===== config.mk =====
export PLATFORM = sky130hd
export DESIGN_NAME = popc_tree
export DESIGN_NICKNAME = d
export VERILOG_FILES = /design/src/rtl/popc_pkg.sv /design/src/rtl/popc_leaf.sv /design/src/rtl/popc_join.sv /design/src/rtl/popc_node.sv /design/src/rtl/popc_tree.sv
export SDC_FILE = /design/constraint.sdc
export NUM_CORES = 1
export LEC_CHECK = 0
export ABC_AREA = 0
export BUFFER_PORTS_ARGS = -buffer_cell sky130_fd_sc_hd__buf_2
export CORE_ASPECT_RATIO = 1.25
export CORE_MARGIN = 2
export CORE_UTILIZATION = 45
export DETAILED_ROUTE_END_ITERATION = 6
export PLACE_DENSITY_LB_ADDON = 0.12
export SYNTH_ARGS = -nofsm -noshare
export SYNTH_HDL_FRONTEND = slang
export SYNTH_HIERARCHICAL = 1
export SYNTH_SLANG_ARGS = --single-unit

===== constraint.sdc =====
create_clock -name vclk -period 14.04
set_clock_uncertainty 0.05 [all_clocks]
set_input_delay 2.808 -clock vclk [all_inputs]
set_output_delay 2.808 -clock vclk [all_outputs]
set_load 0.05 [all_outputs]

===== src/rtl/popc_pkg.sv =====
package popc_pkg;

  // Bits needed to hold any count from 0 to len inclusive.
  function automatic int cnt_width(input int len);
    return $clog2(len + 1);
  endfunction

endpackage


===== src/rtl/popc_leaf.sv =====
// One-bit terminal of the counting tree: a set bit counts as 1.
module popc_leaf (
  input  logic       bit_in,
  output logic [0:0] count
);

  assign count = bit_in;

endmodule


===== src/rtl/popc_join.sv =====
// Adds two partial counts into a result sized for the parent node.
module popc_join #(
  parameter int AW = 1,
  parameter int BW = 1,
  parameter int SW = 2
) (
  input  logic [AW-1:0] part_a,
  input  logic [BW-1:0] part_b,
  output logic [SW-1:0] sum
);

  assign sum = SW'(part_a) + SW'(part_b);

  // the parent width must absorb the carry, so the sum never wraps
  always_comb begin
    a_r4_join_no_wrap: assert (sum >= SW'(part_a) && sum >= SW'(part_b))
      else $error("join sum wrapped");
  end

endmodule


===== src/rtl/popc_node.sv =====
// Recursive node: splits its slice, counts both parts, adds the results.
module popc_node #(
  parameter  int LEN = 2,
  localparam int CW  = popc_pkg::cnt_width(LEN)
) (
  input  logic [LEN-1:0] bits,
  output logic [CW-1:0]  count
);

  generate
    if (LEN == 1) begin : g_leaf
      popc_leaf u_leaf (
        .bit_in (bits[0]),
        .count  (count)
      );
    end else begin : g_split
      // The lower part takes floor(LEN/2) bits; the upper takes the remainder.
      localparam int LO_LEN = LEN / 2;
      localparam int HI_LEN = LEN - LO_LEN;
      localparam int LO_W   = popc_pkg::cnt_width(LO_LEN);
      localparam int HI_W   = popc_pkg::cnt_width(HI_LEN);

      logic [LO_W-1:0] lo_cnt;
      logic [HI_W-1:0] hi_cnt;

      popc_node #(.LEN(LO_LEN)) u_lo (
        .bits  (bits[LO_LEN-1:0]),
        .count (lo_cnt)
      );

      popc_node #(.LEN(HI_LEN)) u_hi (
        .bits  (bits[LEN-1:LO_LEN]),
        .count (hi_cnt)
      );

      popc_join #(.AW(LO_W), .BW(HI_W), .SW(CW)) u_join (
        .part_a (lo_cnt),
        .part_b (hi_cnt),
        .sum    (count)
      );
    end
  endgenerate

  // a subtree never reports more ones than it has bits
  // a subtree reports zero exactly when its slice is clear
  always_comb begin
    a_r4_node_bound: assert (int'(count) <= LEN)
      else $error("node count above its length");
    a_r3_node_zero: assert ((bits == '0) == (count == '0))
      else $error("node zero flag mismatch");
  end

endmodule


===== src/rtl/popc_tree.sv =====
// Top of the population counter.
module popc_tree #(
  parameter  int N  = 32,
  localparam int OW = popc_pkg::cnt_width(N)
) (
  input  logic [N-1:0]  din,
  output logic [OW-1:0] ones
);

  popc_node #(.LEN(N)) u_root (
    .bits  (din),
    .count (ones)
  );

  always_comb begin
    // a clear word counts to zero
    if (din == '0) begin
      a_r3_all_clear: assert (ones == '0) else $error("clear word nonzero");
    end
    // a full word counts to N without wrapping
    if (&din) begin
      a_r4_all_set: assert (ones == OW'(N)) else $error("full word miscounted");
    end
  end

endmodule


Word level (Yosys, flattened, before mapping)
Cells that the tools add are included.
{"block": "op_classes", "add_sub_neg": 31, "mul": 0, "div": 0, "order_cmp": 0, "eq_ne": 0, "n_shift": 0, "muxes": 0, "bitwise": 0, "n_reduce_logical": 0}
{"cell": "$add A1 B1 Y2", "n": 16}
{"cell": "$add A2 B2 Y3", "n": 8}
{"cell": "$add A3 B3 Y4", "n": 4}
{"cell": "$add A4 B4 Y5", "n": 2}
{"cell": "$add A5 B5 Y6", "n": 1}
{"block": "word_totals", "regBits": 0, "latch_bits": 0, "ram_bits": 0, "rom_bits": 0, "inputBits": 32, "memories": 0}

Longest topological paths before layout
Gate-level depths: netlist of run 1.
{"block": "logic_depth", "word_depth": 5, "depth_mapped": 17, "depth_no_buf": 16}

Modules after synthesis
The synthesis of run 1 kept the hierarchy.
{"module": "popc_join at u_root.g_split.u_hi.g_split.u_hi.g_split.u_hi.g_split.u_join ...", "instances": 8, "cells_per_inst": 7, "area_per_inst_um2": 51.3, "seq_area_each_um2": 0.0}
{"module": "popc_join at u_root.g_split.u_hi.g_split.u_hi.g_split.u_join ...", "instances": 4, "cells_per_inst": 12, "area_per_inst_um2": 95.1, "seq_area_each_um2": 0.0}
{"module": "popc_join at u_root.g_split.u_hi.g_split.u_join ...", "instances": 2, "cells_per_inst": 16, "area_per_inst_um2": 136.4, "seq_area_each_um2": 0.0}
{"module": "popc_leaf", "instances": 32, "cells_per_inst": 1, "area_per_inst_um2": 7.5, "seq_area_each_um2": 0.0}
{"module": "popc_join at u_root.g_split.u_hi.g_split.u_hi.g_split.u_hi.g_split.u_hi.g_split.u_join ...", "instances": 16, "cells_per_inst": 1, "area_per_inst_um2": 12.5, "seq_area_each_um2": 0.0}
{"module": "popc_join at u_root.g_split.u_join", "instances": 1, "cells_per_inst": 17, "area_per_inst_um2": 158.9, "seq_area_each_um2": 0.0}

Worst setup path before layout of run 1
No wires, ideal clock.
{"block": "synth_path", "kind": "input to output", "startpoint": "input din[0]", "endpoint": "output ones[4]", "arrival_ns": 6.483, "setup_slack_ns": 4.699, "stages": 16, "path_buffers": 1, "path_cell_list": "buf_4 > ha_1 > ha_1 > inv_1 > fa_1 > inv_1 > inv_1 > fa_1 > inv_1 > inv_1 > fa_1 > xnor2_1 > ha_1 > a21o_1 > a21oi_1 > xnor2_1"}
{"block": "synth_between", "elab_chain_len": 5}
{"item": "start: declaration", "line_no": "popc_tree.sv:6", "rtl": "input logic [N-1:0] din,"}
{"item": "$add A1 B1 Y2", "line_no": "popc_join.sv:12", "rtl": "assign sum = SW'(part_a) + SW'(part_b);"}
{"item": "net u_root.g_split.u_lo.g_split.u_lo.g_split.u_lo.g_split.lo_cnt[0]", "line_no": "popc_node.sv:23", "rtl": "logic [LO_W-1:0] lo_cnt;"}
{"item": "$add A2 B2 Y3", "line_no": "popc_join.sv:12"}
{"item": "net u_root.g_split.u_lo.g_split.u_lo.g_split.lo_cnt[1]", "line_no": "popc_node.sv:23"}
{"item": "$add A3 B3 Y4", "line_no": "popc_join.sv:12"}
{"item": "net u_root.g_split.u_lo.g_split.lo_cnt[1]", "line_no": "popc_node.sv:23"}
{"item": "$add A4 B4 Y5", "line_no": "popc_join.sv:12"}
{"item": "net u_root.g_split.lo_cnt[2]", "line_no": "popc_node.sv:23"}
{"item": "$add A5 B5 Y6", "line_no": "popc_join.sv:12"}
{"item": "end: declaration", "line_no": "popc_tree.sv:7", "rtl": "output logic [OW-1:0] ones"}
The timed path passes the listed nets, and every way through them passes these cells.

Worst setup path after layout of run 1
Ends and elaborated chain as after synthesis.

==> flow_summary.toml, run 1 <==
[outcome]
status = "completed"

[route]
vias = 1116
drc_errors = 0
first_pass_iters = 2
ant_nets = 0
drt-vias-per-instance = 4.54
wl_um = 2330
drt_iter0_drc = 2
wl_per_cell_um = 9.46

[setup_path]
start_kind = "primary input"
slowest_delay_ps = 530
critPathMaxFanout = 2
crit_chain = "buf_2 -> ha_1 -> ha_1 -> inv_1 -> fa_1 -> inv_1 -> inv_1 -> fa_1 -> inv_1 -> inv_1 -> fa_1 -> inv_1 -> fa_1 -> a21o_1 -> a21oi_1 -> xnor2_1 -> buf_2"
crit_required_ps = 11180
criticalPathCategory = "in2out"
path_delay_family = "adder cells"
worst-path-buf-inv = 8
arrival_ps = 6430
cpMaxStageDelayCell = "fa_1"
crit_top_cell = "inv_1"
end_kind = "primary output"

[timing]
period_minus_slack_ps = 9280
final-setup-viol-count = 0
rsz0062_at_grt = "false"
min_period_over_period_pct = 66.1
slew_violations = 0
final.setup.tns_ps = 0
maxSlewHeadroom_pct = 83.2
fmax_mhz = 108
worst_slew_pin_slew_ps = 253
final_hold_viol_count = 0

[global_routing]
antenna_found_initial = 0
grt_first_pass_wirelength_um = 4290
overflow = 0
first_global_vias = 1153
grt_max_degree = 5
track_usage_pct = 12.3

[logic_synthesis]
synth_nets = 297
yosysTopAreaCell = "ha_1"
synth.avg_cell_area_sq_um = 8.27
yosys-top-cells-area = "ha_1 37%, fa_1 18%, buf_4 14%, inv_1 14%, xnor2_1 5.3%"
synth.top_cell.area_share_pct = 36.9
synthesis.area_sq_um = 1660
syn_inst = 201
seq_area_frac_synth_pct = 0
yosysUniqueCellTypes = 18
ys_warn_count = 6

[layout]
antennaDiodeCount = 0
n_sequential_cell = 0
drive_above_1_share_pct = 19.8
utilization_pct = 47.3
nNetsFinal = 305
clkbuf_count = 0
areaGrowthSynthToFinish_pct = -0.0755
fillers = 356
seq_area_sq_um = 0

[floorplanning]
core_area_sq_um = 3510
die_h_um = 72.0
num_rows = 24
start_util_pct = 47.3
ios = 38
die_w_um = 58.4
die-area_sq_um = 4200

[place]
post-dp-hpwl_um = 2350
gp_congestion = 0.760
port-buffer-count = 38

[clock_tree]
cts_hold_repair.buffers = 0
cts_repair_resize_count = 0
post_cts_buffers = 0

[worst_hold_path]
holdCritPathClass = "in2out"

[flow_run]
maxCapViolCount = 0
## cell usage after synthesis, drive strengths merged
library cell  count
a21o              3
ha               49
xor2              1
buf              32
inv              64
a211o             1
a21oi             8
nor2b             2
fa               15
nand2             4
o21ai             3
nor2              2
nand2b            2
nand3             4
o211ai            1
xnor2            10
## stage by stage
stage,hold WS [ps],instances,cell area (sq um),setup WS (ps)
2_1_floorplan,6460,201,1660,4700
6_report,6490,246,1660,4760
3_5_place_dp,6520,246,1660,4730
5_1_grt,6580,246,1660,4500
4_1_cts,6520,246,1660,4720
3_3_place_gp,6520,246,1660,4780
## logic make-up (layout without fill, tap and decap cells)
group / after synthesis / in the layout / synth area share (%)
AO/OA/AOI/OAI: 16 / 16 / 6.32
buffers and inverters: 96 / 102 / 28.9
adder cells (fa/ha/maj): 64 / 64 / 54.9
XOR/XNOR: 11 / 11 / 5.79
AND/OR/NAND/NOR: 14 / 14 / 4.06
## final timing paths
check  slack (ps)  endpoint  startpoint  cells past startpoint
max          4760   ones[4]      din[0]                     17
min          6490   ones[0]     din[15]                      7
## routing by layer
| layer | part of all wire (%) | wire length [um] | track usage, % |
|---|---|---|---|
| met3 | 2.6 | 61 | 0 |
| met2 | 63 | 1470 | 27.6 |
| met5 | 0 | 0 | 0 |
| met4 | 0 | 0 | 0 |
| met1 | 34 | 796 | 12.7 |
## placed cells by master, fill, tap and decap left out
cell type and count:
xor2_1 1, o211ai_1 1, xnor2_1 10, inv_1 64
buf_2 38, nand3_1 4, fa_1 15, o21ai_2 1
a21oi_2 2, a21oi_1 6, o21ai_0 2, ha_1 49
a21o_1 3, a211o_1 1, nor2_1 2, nand2b_1 2
nand2_1 4, nor2b_1 2
## layout make-up
cell class | count | area (sq um) | share of cell area [%]
multi-input cells | 105 | 1180 | 71.2
well taps | 39 | 48.8 | 2.94
repair buffers | 38 | 190 | 11.4
inverters | 64 | 240 | 14.5
Power of run 1 is left out: the tool's default activity adds up to more than one toggle a clock period on the data nets, which glitch-free logic cannot reach.
==> run 2, diff against run 1 <==
- ABC_AREA: 0 -> 1
- clock period: 14.04 -> 8.87 ns (I/O delays scaled with it)
==> run 2 against run 1 <==
Net effect: non-clock buffer count did not move; worst hold slack got worse by 2000 ps; global-route usage fell by 0.34 points; sequential share of layout area did not move; first-iteration DRC count rose to 13 times the previous value; cell area rose by 5.4%; synthesized area rose by 5.3%; cell count rose by 15%.
==> flow_summary.toml, run 2 <==
[setup_path]
crit_start = "din[0]"
arrival_ps = 5140
start_kind = "primary input"
critPathMaxFanout = 3
end_kind = "primary output"
criticalPathCategory = "in2out"
crit_required_ps = 7050
crit_end = "ones[4]"

[timing]
min_period_over_period_pct = 78.6
slew_violations = 0
final_hold_viol_count = 0
rsz0062_at_grt = "false"
final-setup-viol-count = 0
fmax_mhz = 143
maxSlewHeadroom_pct = 83.4
final.setup.tns_ps = 0
whs_ps = 4440
period_minus_slack_ps = 6970
worst_slew_pin_slew_ps = 251

[worst_hold_path]
holdCritPathClass = "in2out"

[clock_tree]
post_cts_buffers = 0
cts_hold_repair.buffers = 0
cts_repair_resize_count = 0

[layout]
final_cell_mix = "79 x inv_1, 49 x ha_1, 38 x buf_2"
fin_area_sq_um = 1750
n_sequential_cell = 0
fillers = 423
nNetsFinal = 340
areaGrowthSynthToFinish_pct = 0
antennaDiodeCount = 0
utilization_pct = 46.7
seq_area_sq_um = 0
drive_above_1_share_pct = 15.7
final_common_cell = "inv_1"
clkbuf_count = 0

[floorplanning]
start_util_pct = 46.7
core_area_sq_um = 3750
die_w_um = 59.8
num_rows = 25
ios = 38
die-area_sq_um = 4410
die_h_um = 73.8

[route]
drc_errors = 0
wl_um = 2320
vias = 1262
first_pass_iters = 4
drt_iter0_drc = 26
drt-vias-per-instance = 4.48
wl_per_cell_um = 8.23
ant_nets = 0

[logic_synthesis]
synthTopCellsByCount = "79 x inv_1, 49 x ha_1, 32 x buf_4"
yosys-top-cells-area = "ha_1 35%, fa_1 17%, inv_1 17%, buf_4 14%, nand3_1 5.7%"
synth_nets = 332
synth.top_cell.area_share_pct = 35.0
yosysTopAreaCell = "ha_1"
ys_warn_count = 6
synthesis.area_sq_um = 1750
syn_inst = 236
yosysUniqueCellTypes = 12
seq_area_frac_synth_pct = 0
synth_most_common_cell = "inv_1"
synth.avg_cell_area_sq_um = 7.42

[place]
port-buffer-count = 38
gp_congestion = 0.764
post-dp-hpwl_um = 2270
place_area_sq_um = 1750

[global_routing]
track_usage_pct = 11.9
first_global_vias = 1116
overflow = 0
grt_first_pass_wirelength_um = 4290
antenna_found_initial = 0
grt_max_degree = 6

[flow_run]
maxCapViolCount = 0

[outcome]
status = "completed"
-- run 2: cell count changes in the layout (fill, tap and decap cells not counted), moves of 2 or more --
| cell | previous run | this run |
|---|---|---|
| a21o_1 | 3 | 0 |
| a21oi_2 | 2 | 0 |
| inv_1 | 64 | 79 |
| nand2_1 | 4 | 23 |
| nand2b_1 | 2 | 0 |
| nand3_1 | 4 | 20 |
| nor2b_1 | 2 | 0 |
| xnor2_1 | 10 | 6 |
-- run 2: cell type report --
cell class / count / area (sq um) / area share [%]
inverter: 79 / 297 / 16.9
multi-input combinational: 125 / 1210 / 69.4
tap: 40 / 50.0 / 2.86
timing repair buffer: 38 / 190 / 10.9
-- run 2: cell families after synthesis --
logic type	synth area share [%]
adder cells (fa/ha/maj)	52.1
AO/OA/AOI/OAI	2.29
XOR/XNOR	3.50
AND/OR/NAND/NOR	11.4
buffers and inverters	30.6
-- run 2: metal layers --
| layer | global-route usage (%) | vias to the layer above | share of wire [%] |
|---|---|---|---|
| met5 | 0 | - | 0 |
| met4 | 1.23 | 0 | 0.60 |
| met3 | 0.352 | 2 | 2.0 |
| met2 | 22.9 | 14 | 55 |
| met1 | 14.9 | 556 | 43 |
| li1 | - | 690 | - |
-- run 2: worst min path at each step --
stage                  from       to  cells past startpoint
floorplan           din[31]  ones[0]                      6
global placement     din[7]  ones[0]                      7
detailed placement   din[7]  ones[0]                      7
CTS                  din[7]  ones[0]                      7
global route         din[7]  ones[0]                      7
finish              din[31]  ones[0]                      7
-- run 2: per-stage QoR --
stage / std cells / setup slack [ps]
after global placement: 282 / 1890
after CTS: 282 / 1860
after floorplan: 236 / 1720
after detailed placement: 282 / 1870
final: 282 / 1900
after global routing: 282 / 1600
-- run 2: worst max-delay path: stages --
cell,delay (ps)
buf_2,100
ha_1,290
ha_1,190
inv_1,60
fa_1,410
inv_1,90
inv_1,60
fa_1,470
inv_1,90
inv_1,60
fa_1,530
inv_1,70
fa_1,470
nand3_1,100
nand3_1,90
nand2_1,70
buf_2,250
Power of run 2 is left out for the same reason.
==> run 3, diff against run 2 <==
- clock period: 8.87 -> 6.2 ns (I/O delays scaled with it)
==> run 3 against run 2 <==
Net effect: non-clock buffer count is the same; via count barely moved; highest routed layer is now met3; wire length rose by 2.3%; worst setup slack worse by 1600 ps; flip-flop and latch count unchanged; sequential share of layout area unchanged; utilization unchanged.
==> flow_summary.toml, run 3 (synthesized netlist as in run 2, its figures left out) <==
[setup_path]
slowest_delay_ps = 530
worst-path-buf-inv = 8
crit_chain = "buf_2 -> ha_1 -> ha_1 -> inv_1 -> fa_1 -> inv_1 -> inv_1 -> fa_1 -> inv_1 -> inv_1 -> fa_1 -> inv_1 -> fa_1 -> nand3_1 -> nand3_1 -> nand2_1 -> buf_2"
cpMaxStageDelayCell = "fa_1"
crit_end = "ones[4]"
path_delay_family = "adder cells"
end_kind = "primary output"
start_kind = "primary input"
critPathMaxFanout = 3
crit_top_cell = "inv_1"
arrival_ps = 4610
criticalPathCategory = "in2out"
path_depth = 17
crit_required_ps = 4910
crit_start = "din[0]"

[global_routing]
grt_max_degree = 6
grt_first_pass_wirelength_um = 4350
overflow = 0
antenna_found_initial = 0
track_usage_pct = 12.0
first_global_vias = 1137

[layout]
final_cell_count_no_fill = 282
n_sequential_cell = 0
final_cell_mix = "79 x inv_1, 49 x ha_1, 38 x buf_2"
final_common_cell = "inv_1"
areaGrowthSynthToFinish_pct = 0
fin_area_sq_um = 1750
drive_above_1_share_pct = 15.7
fillers = 422
seq_area_sq_um = 0
nNetsFinal = 340
antennaDiodeCount = 0
clkbuf_count = 0

[worst_hold_path]
holdCritPathClass = "in2out"
hold_depth = 7

[outcome]
status = "completed"

[route]
first_pass_iters = 4
wl_met1_um = 1020
drt-vias-per-instance = 4.47
ant_nets = 0
wl_met3_um = 46
wl_um = 2380
wl_met2_um = 1310
drc_errors = 0
top_layer = "met3"
wl_per_cell_um = 8.42
drt_iter0_drc = 29
vias = 1261

[timing]
rsz0062_at_grt = "false"
worst_slew_pin_slew_ps = 251
slew_violations = 0
final.setup.tns_ps = 0
final_hold_viol_count = 0
min_period_over_period_pct = 95.2
final-setup-viol-count = 0
fmax_mhz = 169
worst_slack_ps = 298
period_minus_slack_ps = 5900
maxSlewHeadroom_pct = 83.4

[place]
dp_slack_ps = 265
placedCellCount = 282
port-buffer-count = 38
post-dp-hpwl_um = 2330
gp_congestion = 0.763
place_area_sq_um = 1750

[clock_tree]
cts_hold_repair.buffers = 0
post_cts_buffers = 0
cts_repair_resize_count = 0

[floorplanning]
ios = 38
die-area_sq_um = 4410
die_h_um = 73.8
core_area_sq_um = 3750
num_rows = 25
die_w_um = 59.8
start_util_pct = 46.7

[flow_run]
maxCapViolCount = 0
## run 3: cell type report
cell class | count | area [sq um] | share of cell area (%)
Inverter | 79 | 297 | 16.9
Multi-Input combinational cell | 125 | 1210 | 69.4
Tap cell | 40 | 50.0 | 2.86
Timing Repair Buffer | 38 | 190 | 10.9
## run 3: per-stage QoR
step	util (%)	hold WS, ps
floorplan	-	3330
global placement	46.7	3400
detailed placement	46.7	3400
CTS	46.7	3400
global route	46.7	3430
finish	46.7	3380
## run 3: layer usage
layer,up-vias,track usage [%]
met5,-,0
met4,0,0
met3,0,0
met2,12,24.3
met1,559,14.5
li1,690,-
## run 3: worst min-delay path by stage
stage,start,slack (ps),end
floorplan,din[31],3330,ones[0]
global placement,din[7],3400,ones[0]
detailed placement,din[7],3400,ones[0]
CTS,din[7],3400,ones[0]
global route,din[7],3430,ones[0]
finish,din[31],3380,ones[0]
Power of run 3 is left out for the same reason.
